==> src/rtl/uart_frame_rx.sv <==
module uart_frame_rx #(
  parameter int CLKS_PER_BIT = 16
) (
  input  logic       clk,
  input  logic       rst_n,
  input  logic       line_in,
  input  logic       line_invert,
  input  logic [3:0] data_bits,
  input  logic       msb_first,
  input  logic [2:0] parity_mode,
  input  logic       parity_check_en,
  output logic [8:0] rx_word,
  output logic       rx_valid,
  output logic       frame_err,
  output logic       parity_err
);
  localparam int DW   = 9;
  localparam int HALF = CLKS_PER_BIT / 2;
  localparam int CW   = $clog2(CLKS_PER_BIT + 1);

  typedef enum logic [2:0] {IDLE, START, DATA, PAR, STOP} state_t;

  state_t          state;
  logic [1:0]      sync;
  logic            s_prev;
  logic [CW-1:0]   cnt;
  logic [3:0]      bitn;
  logic [DW-1:0]   sh;

  wire s    = sync[1];
  wire fall = s_prev & ~s;
  wire tick = (state == START) ? (cnt == CW'(HALF)) : (cnt == CW'(CLKS_PER_BIT));
  wire has_par = (parity_mode >= 3'd1) && (parity_mode <= 3'd4);
  wire last_bit = (bitn == data_bits - 4'd1);

  wire [DW-1:0] sh_next = msb_first ? {sh[DW-2:0], s}
                                    : ((sh >> 1) | (DW'(s) << (data_bits - 4'd1)));

  logic par_ok;
  always_comb begin
    case (parity_mode)
      3'd1:    par_ok = (^{sh, s}) == 1'b1;
      3'd2:    par_ok = (^{sh, s}) == 1'b0;
      3'd3:    par_ok = (s == 1'b0);
      3'd4:    par_ok = (s == 1'b1);
      default: par_ok = 1'b1;
    endcase
  end

  always_ff @(posedge clk or negedge rst_n) begin
    if (!rst_n) begin
      state      <= IDLE;
      sync       <= 2'b11;
      s_prev     <= 1'b1;
      cnt        <= CW'(1);
      bitn       <= '0;
      sh         <= '0;
      rx_word    <= '0;
      rx_valid   <= 1'b0;
      frame_err  <= 1'b0;
      parity_err <= 1'b0;
    end else begin
      sync       <= {sync[0], line_in ^ line_invert};
      s_prev     <= s;
      rx_valid   <= 1'b0;
      frame_err  <= 1'b0;
      parity_err <= 1'b0;
      if (state != IDLE)
        cnt <= tick ? CW'(1) : cnt + CW'(1);
      case (state)
        IDLE: if (fall) begin
          state <= START;
          cnt   <= CW'(1);
        end
        START: if (tick) begin
          if (s) begin
            frame_err <= 1'b1;
            state     <= IDLE;
          end else begin
            state <= DATA;
            bitn  <= '0;
            sh    <= '0;
          end
        end
        DATA: if (tick) begin
          sh <= sh_next;
          if (last_bit) begin
            rx_word  <= sh_next;
            rx_valid <= 1'b1;
            state    <= has_par ? PAR : STOP;
          end else begin
            bitn <= bitn + 4'd1;
          end
        end
        PAR: if (tick) begin
          if (parity_check_en && !par_ok) parity_err <= 1'b1;
          state <= STOP;
        end
        STOP: if (tick) begin
          if (!s) frame_err <= 1'b1;
          state <= IDLE;
        end
        default: state <= IDLE;
      endcase
    end
  end

  a_r6_valid_single: assert property (@(posedge clk) disable iff (!rst_n)
    rx_valid |=> !rx_valid);

  a_r6_word_holds: assert property (@(posedge clk) disable iff (!rst_n)
    !rx_valid |-> $stable(rx_word));

  a_r11_strobes_exclusive: assert property (@(posedge clk) disable iff (!rst_n)
    $onehot0({rx_valid, frame_err, parity_err}));

  a_r9_quiet_when_disabled: assert property (@(posedge clk) disable iff (!rst_n)
    parity_err |-> $past(parity_check_en));

  a_r8_no_parity_slot: assert property (@(posedge clk) disable iff (!rst_n)
    parity_err |-> ($past(parity_mode) >= 3'd1 && $past(parity_mode) <= 3'd4));

  a_r2_count_in_range: assert property (@(posedge clk) disable iff (!rst_n)
    (cnt != '0) && (cnt <= CW'(CLKS_PER_BIT)));
endmodule

==> config.mk <==
export PLATFORM = sky130hd
export DESIGN_NAME = uart_frame_rx
export DESIGN_NICKNAME = d
export VERILOG_FILES = /design/src/rtl/uart_frame_rx.sv
export SDC_FILE = /design/constraint.sdc
export NUM_CORES = 1
export LEC_CHECK = 0
export CORE_ASPECT_RATIO = 0.5
export CORE_MARGIN = 2
export CORE_UTILIZATION = 60
export CTS_BUF_LIST = sky130_fd_sc_hd__clkbuf_4 sky130_fd_sc_hd__clkbuf_8
export DETAILED_ROUTE_END_ITERATION = 12
export GPL_ROUTABILITY_DRIVEN = 1
export GPL_TIMING_DRIVEN = 0
export PLACE_DENSITY = 0.91
export SLEW_MARGIN = 30
export SYNTH_ARGS = -nofsm -noshare
export SYNTH_HDL_FRONTEND = slang
export SYNTH_SLANG_ARGS = --single-unit
==> constraint.sdc <==
create_clock -name clk -period 5.57 [get_ports clk]
set_input_delay 1.3925 -clock clk [delete_from_list [all_inputs] [get_ports clk]]
set_output_delay 1.3925 -clock clk [all_outputs]
set_load 0.03 [all_outputs]
==> results of run 1 <==
==> through the flow <==
stage	utilization	std cells	total power, mW	hold WS, ps
floorplan	-	205	0.570	345
global placement	0.706	276	0.624	346
detailed placement	0.710	277	0.643	347
CTS	0.743	285	0.875	353
global route	0.743	285	0.924	363
finish	0.743	285	0.876	350
==> report_power, final <==
group | internal, mW | switching, mW
registers | 0.307 | 0.0464
clock network | 0.132 | 0.0994
logic | 0.138 | 0.153
total | 0.577 | 0.299
==> worst paths after layout <==
| path | from | end | slack (ps) | cells after the start |
|---|---|---|---|---|
| worst max-delay path | data_bits[1] | rx_word[3]$_DFFE_PN0P_ | 1970 | 9 |
| worst min-delay path | sync[0]$_DFF_PN1_ | sync[1]$_DFF_PN1_ | 350 | 0 |
| worst max register to register | state[0]$_DFFE_PN0P_ | bitn[3]$_DFFE_PN0P_ | 3380 | 7 |
| worst min register to register | sync[0]$_DFF_PN1_ | sync[1]$_DFF_PN1_ | 350 | 0 |
| max in group asynchronous | rst_n | sync[0]$_DFF_PN1_ | 4130 | 2 |
| min in group asynchronous | rst_n | state[0]$_DFFE_PN0P_ | 950 | 1 |
==> cell type report <==
cell class | count | area [µm²] | area share
Multi-Input combinational cell | 150 | 1150 | 0.449
Tap cell | 51 | 63.8 | 0.0250
Inverter | 8 | 30.0 | 0.0118
Buffer | 11 | 78.8 | 0.0309
Timing Repair Buffer | 21 | 215 | 0.0844
Sequential cell | 36 | 906 | 0.355
Clock inverter | 3 | 42.5 | 0.0167
Clock buffer | 5 | 68.8 | 0.0270
==> registers in the layout, indices dropped and copies added (netlist names) <==
| signal | count |
|---|---|
| state | 3 |
| parity_err | 1 |
| sh | 9 |
| cnt | 5 |
| bitn | 4 |
| frame_err | 1 |
| rx_valid | 1 |
| rx_word | 9 |
| s_prev | 1 |
| sync | 2 |
==> worst register-to-register path, delay by kind of cell, from the launching register on <==
kind,cells,cell delay (ps)
DFF,1,320
AOI/OAI and AO/OA,2,310
and+or+nand+nor,1,240
buffers and inverters,3,840
muxes,1,400
==> cells in the final DEF, fill, tap and decap left out, types with 5 or more instances in the layout <==
cell type         n
xor2_1            6
clkbuf_8          5
nor2b_1           9
dfrtp_1          32
a31oi_1           6
clkdlybuf4s50_1  19
a22o_1           10
xnor2_1          10
nand2_1          17
a21oi_1           6
nor2_1            6
mux2_4            9
o21ai_0          11
nor3_1            6
inv_1             8
nand3_1           5
==> layer usage <==
layer  part of all wire  vias up  GRT usage
li1                   -      799          -
met1               0.43      850      0.298
met2               0.51       50      0.433
met3              0.047       10     0.0520
met4              0.013        0     0.0818
met5                  0        -          0
==> kinds of logic (layout without fill, tap and decap cells) <==
group / count (synthesis) / after routing / synth area share
AND/OR/NAND/NOR: 62 / 62 / 0.163
AO/OA/AOI/OAI: 52 / 52 / 0.172
multiplexers: 13 / 13 / 0.0822
XOR/XNOR: 19 / 19 / 0.0903
buffers and inverters: 19 / 48 / 0.0504
flip-flops: 36 / 36 / 0.419
adder cells (fa/ha/maj): 4 / 4 / 0.0232
==> impl_metrics.yaml, run 1 <==
final_layout:
  drive_gt1_frac: 0.184
  nNetsFinal: 250
  area_growth_syn_to_layout_pct: 18.1
  finish.instance_area_um2: 2550
  fillers: 227
  antenna_cells: 0
detailed_routing:
  drtPass1Iterations: 4
  ant_nets: 0
  drt-total-wl_mm: 4.54
  routed_via_density: 6.00
  vias: 1709
  drc: 0
  wire_per_inst_um: 15.9
  drt_iter0_drc: 92
clocking:
  cts_setup_buffers: 0
  cts.sinks: 36
  cts_max_path_buffers: 2
  path_clk_slew_ps: 80
  cts_root_buf: "clkbuf_8"
  cts_buffers: 5
  htree_num_levels: 2
  cts_tree: "done"
  ctsResizeCount: 0
  insertion_delay_ps: 290
  cts_hold_buf: 0
placed_design:
  pre_cts_ws_ps: 1690
  portBuffers: 20
  place_congestion: 0.899
  dp_hpwl_mm: 3.17
  dpl_cell_area_um2: 2440
die:
  die_area_um2: 4130
  fp-row-count: 15
  core_um2: 3430
  start_util: 0.629
  dieWidth_um: 88.9
  die_h_um: 46.4
  num_io_pins: 25
critical_path:
  cp.required_ps: 5750
  slowest_delay_ps: 570
  arrival_ps: 3780
  start_kind: "primary input"
  cp_cell_sequence: "clkdlybuf4s50_1, inv_1, ha_1, xor2_1, nand2_1, or3_1, buf_6, nor2_8, mux2_4"
  cp_num_buf_inv: 3
  worst_path_max_delay_cell: "clkdlybuf4s50_1"
  path_class: "primary input to register"
  crit_family: "buffers and inverters"
  worst-path-max-fanout: 10
  critPathCaptureType: "register"
sta:
  final.min_clock_period_ps: 3600
  setup_slack_ps: 1970
  rsz0062_at_grt: "no"
  fin_skew_ps: 10.3
  tightest_slew_ps: 544
  hold_violations: 0
  setup_viol: 0
  maxSlewHeadroom: 0.635
  maxSlewViolCount: 0
  post-route-period-util: 0.646
  max_freq_mhz: 278
  tns_ps: 0
power_and_ir_drop:
  p_per_area_nw_per_um2: 344
  peakVddDrop_mv: 0.191
  leakagePower_nw: 1.13
synthesis:
  synthArstFlopShare: 1.00
  synth_area_leaders: "dfrtp_1 (37%), mux2_4 (6.3%), dfstp_2 (4.9%), a22o_1 (4.1%), xnor2_1 (4.1%)"
  synth_most_common_cell: "dfrtp_1"
  yosys.cell_types.count: 50
  synth_top_area_frac: 0.371
  synth_edf_count: 0
  synth_flop_cell: "dfrtp_1"
  synth_top_area_cell: "dfrtp_1"
  ys_seq_area_frac: 0.419
  avgSynthCellArea_um2: 10.5
  synthesis.nets: 222
  netlist_instances: 205
  ys_ff_latch: 36
  synth.yosys.warnings: 0
  synthTopCellsByCount: "dfrtp_1 (32), nand2_1 (17), o21ai_0 (11)"
  synth_area_um2: 2160
global_routing:
  grt_max_degree: 28
  antenna_found_initial: 0
  grt-ovfl-total: 0
  grt_pass1_vias: 1612
  grt_pass1_wl_mm: 7.38
  grtUsageTotal: 0.242
min_path:
  hp-class: "register to register"
status:
  status: "completed"
flow_run:
  maxCapViolCount: 0
(Power assumes the default switching activity.)
==> run 2: changes to the inputs <==
Settings changed: CORE_UTILIZATION 60 to 58, PLACE_DENSITY 0.91 to 0.88.
Clock period 5.57 ns to 3.4 ns, I/O delays scaled along.
==> run 2 against run 1 <==
Net effect:
- sequential share of layout area shrank 0.10 points
- sequential power increased by 63%
- clock skew fell by 4.1 ps
- combinational power up 67%
- via count decreased by 1.8%
- design area grew 0.29%
- flip-flop and latch count is the same
- setup slack lost 1800 ps
- clock power up 64%
- worst hold slack better by 21 ps
- core utilization is 1.4 points lower
==> impl_metrics.yaml, run 2 (synthesis results as in run 1) <==
sta:
  hold_violations: 0
  setup_slack_ps: 186
  max_freq_mhz: 311
  final.min_clock_period_ps: 3210
  setup_viol: 0
  rsz0062_at_grt: "no"
  post-route-period-util: 0.945
  fin_skew_ps: 6.27
  tns_ps: 0
  tightest_slew_ps: 579
  hold_ws_ps: 371
  maxSlewHeadroom: 0.611
  maxSlewViolCount: 0
die:
  fp-row-count: 15
  dieWidth_um: 90.3
  start_util: 0.616
  core_um2: 3510
  die_area_um2: 4260
  die_h_um: 47.2
  num_io_pins: 25
placed_design:
  dp_hpwl_mm: 3.28
  place_congestion: 0.866
  dpl_cell_area_um2: 2450
  dp.cells: 277
  portBuffers: 20
  pre_cts_ws_ps: 0.481
critical_path:
  worst_path_max_delay_cell: "clkdlybuf4s50_1"
  r2r_end: "bitn[2]$_DFFE_PN0P_"
  worst-path-max-fanout: 10
  critPathCaptureType: "register"
  start_kind: "primary input"
  r2r_slack_ps: 1160
  cp_num_buf_inv: 3
  arrival_ps: 3390
  path_class: "primary input to register"
  reg2reg_from: "state[0]$_DFFE_PN0P_"
  slowest_delay_ps: 590
  startpoint: "data_bits[1]"
  cp.required_ps: 3580
  reg2reg_depth: 7
  crit_family: "buffers and inverters"
  cp_cell_sequence: "clkdlybuf4s50_1, inv_1, ha_1, xor2_1, nand2_1, or3_1, buf_6, nor2_8, mux2_4"
final_layout:
  final_common_cell: "dfrtp_1"
  drive_gt1_frac: 0.184
  finish.instance_area_um2: 2560
  fin_util: 0.729
  nNetsFinal: 250
  reg_top3: "rx_word (9), sh (9), cnt (5)"
  antenna_cells: 0
  fillers: 257
  area_growth_syn_to_layout_pct: 18.4
  final_cells: 285
  final_cell_mix: "dfrtp_1 (32), clkdlybuf4s50_1 (19), nand2_1 (17)"
min_path:
  min_from: "sync[0]$_DFF_PN1_"
  whs_path_depth: 0
  hp-class: "register to register"
  whs_endpoint: "sync[1]$_DFF_PN1_"
detailed_routing:
  routed_via_density: 5.89
  ant_nets: 0
  drt_iter0_drc: 106
  drt-total-wl_mm: 4.59
  drc: 0
  drtPass1Iterations: 5
  vias: 1678
  wire_per_inst_um: 16.1
clocking:
  insertion_delay_ps: 290
  cts_hold_buf: 0
  ctsResizeCount: 0
  cts.sinks: 36
  cts_setup_buffers: 0
  cts_buffers: 5
  cts_root_buf: "clkbuf_8"
  path_clk_slew_ps: 80
  cts_tree: "done"
  htree_num_levels: 2
  cts_max_path_buffers: 2
global_routing:
  grt_util_met1: 0.270
  grtUsageMet2: 0.459
  grt_pass1_wl_mm: 7.66
  top_usage_layer: "met2"
  antenna_found_initial: 0
  grt-ovfl-total: 0
  grtUsageTotal: 0.236
  grt_pass1_vias: 1636
  grt.met3_usage: 0.0642
  grt_max_degree: 21
status:
  status: "completed"
power_and_ir_drop:
  peakVddDrop_mv: 0.376
  p_per_area_nw_per_um2: 563
  leakagePower_nw: 1.13
  finalPower_mw: 1.44
flow_run:
  maxCapViolCount: 0
## run 2: cell counts in the layout (fill, tap and decap cells not counted)
No cell type changed its count.
## run 2: where the power goes
part / leakage (nW) / switching [mW] / internal [mW] / total (mW)
clock network: 0.0541 / 0.164 / 0.217 / 0.381
registers: 0.471 / 0.0730 / 0.503 / 0.576
logic: 0.610 / 0.258 / 0.227 / 0.485
total: 1.13 / 0.495 / 0.947 / 1.44
## run 2: final cells by class
class / count / area [µm²] / area share
clock buffer: 5 / 68.8 / 0.0269
multi-input combinational: 150 / 1150 / 0.448
buffer: 11 / 78.8 / 0.0308
clock inverter: 3 / 42.5 / 0.0166
timing repair buffer: 21 / 223 / 0.0870
sequential: 36 / 906 / 0.354
inverter: 8 / 30.0 / 0.0117
tap: 51 / 63.8 / 0.0249
## run 2: worst max path at each step
stage / endpoint / slack [ps] / cells after the start
after floorplan: rx_word[0]$_DFFE_PN0P_ / 710 / 9
after global placement: rx_word[8]$_DFFE_PN0P_ / 80 / 9
after detailed placement: rx_word[2]$_DFFE_PN0P_ / 0.5 / 9
after CTS: rx_word[2]$_DFFE_PN0P_ / 200 / 9
after global routing: rx_word[7]$_DFFE_PN0P_ / 100 / 9
final: rx_word[2]$_DFFE_PN0P_ / 190 / 9
## run 2: worst register-to-register path, stage by stage, from the launching register on
cell and delay (ps):
dfrtp_1 320, clkbuf_1 280, nor3b_1 250, mux2_2 410, o2111ai_1 110, clkbuf_1 430, inv_1 160, a31oi_1 210
## run 2: metal layers
metal	wire (µm)	up-vias	share of wire
met5	0	-	0
met1	1960	808	0.43
li1	-	795	-
met2	2300	67	0.50
met3	268	8	0.058
met4	52	0	0.011
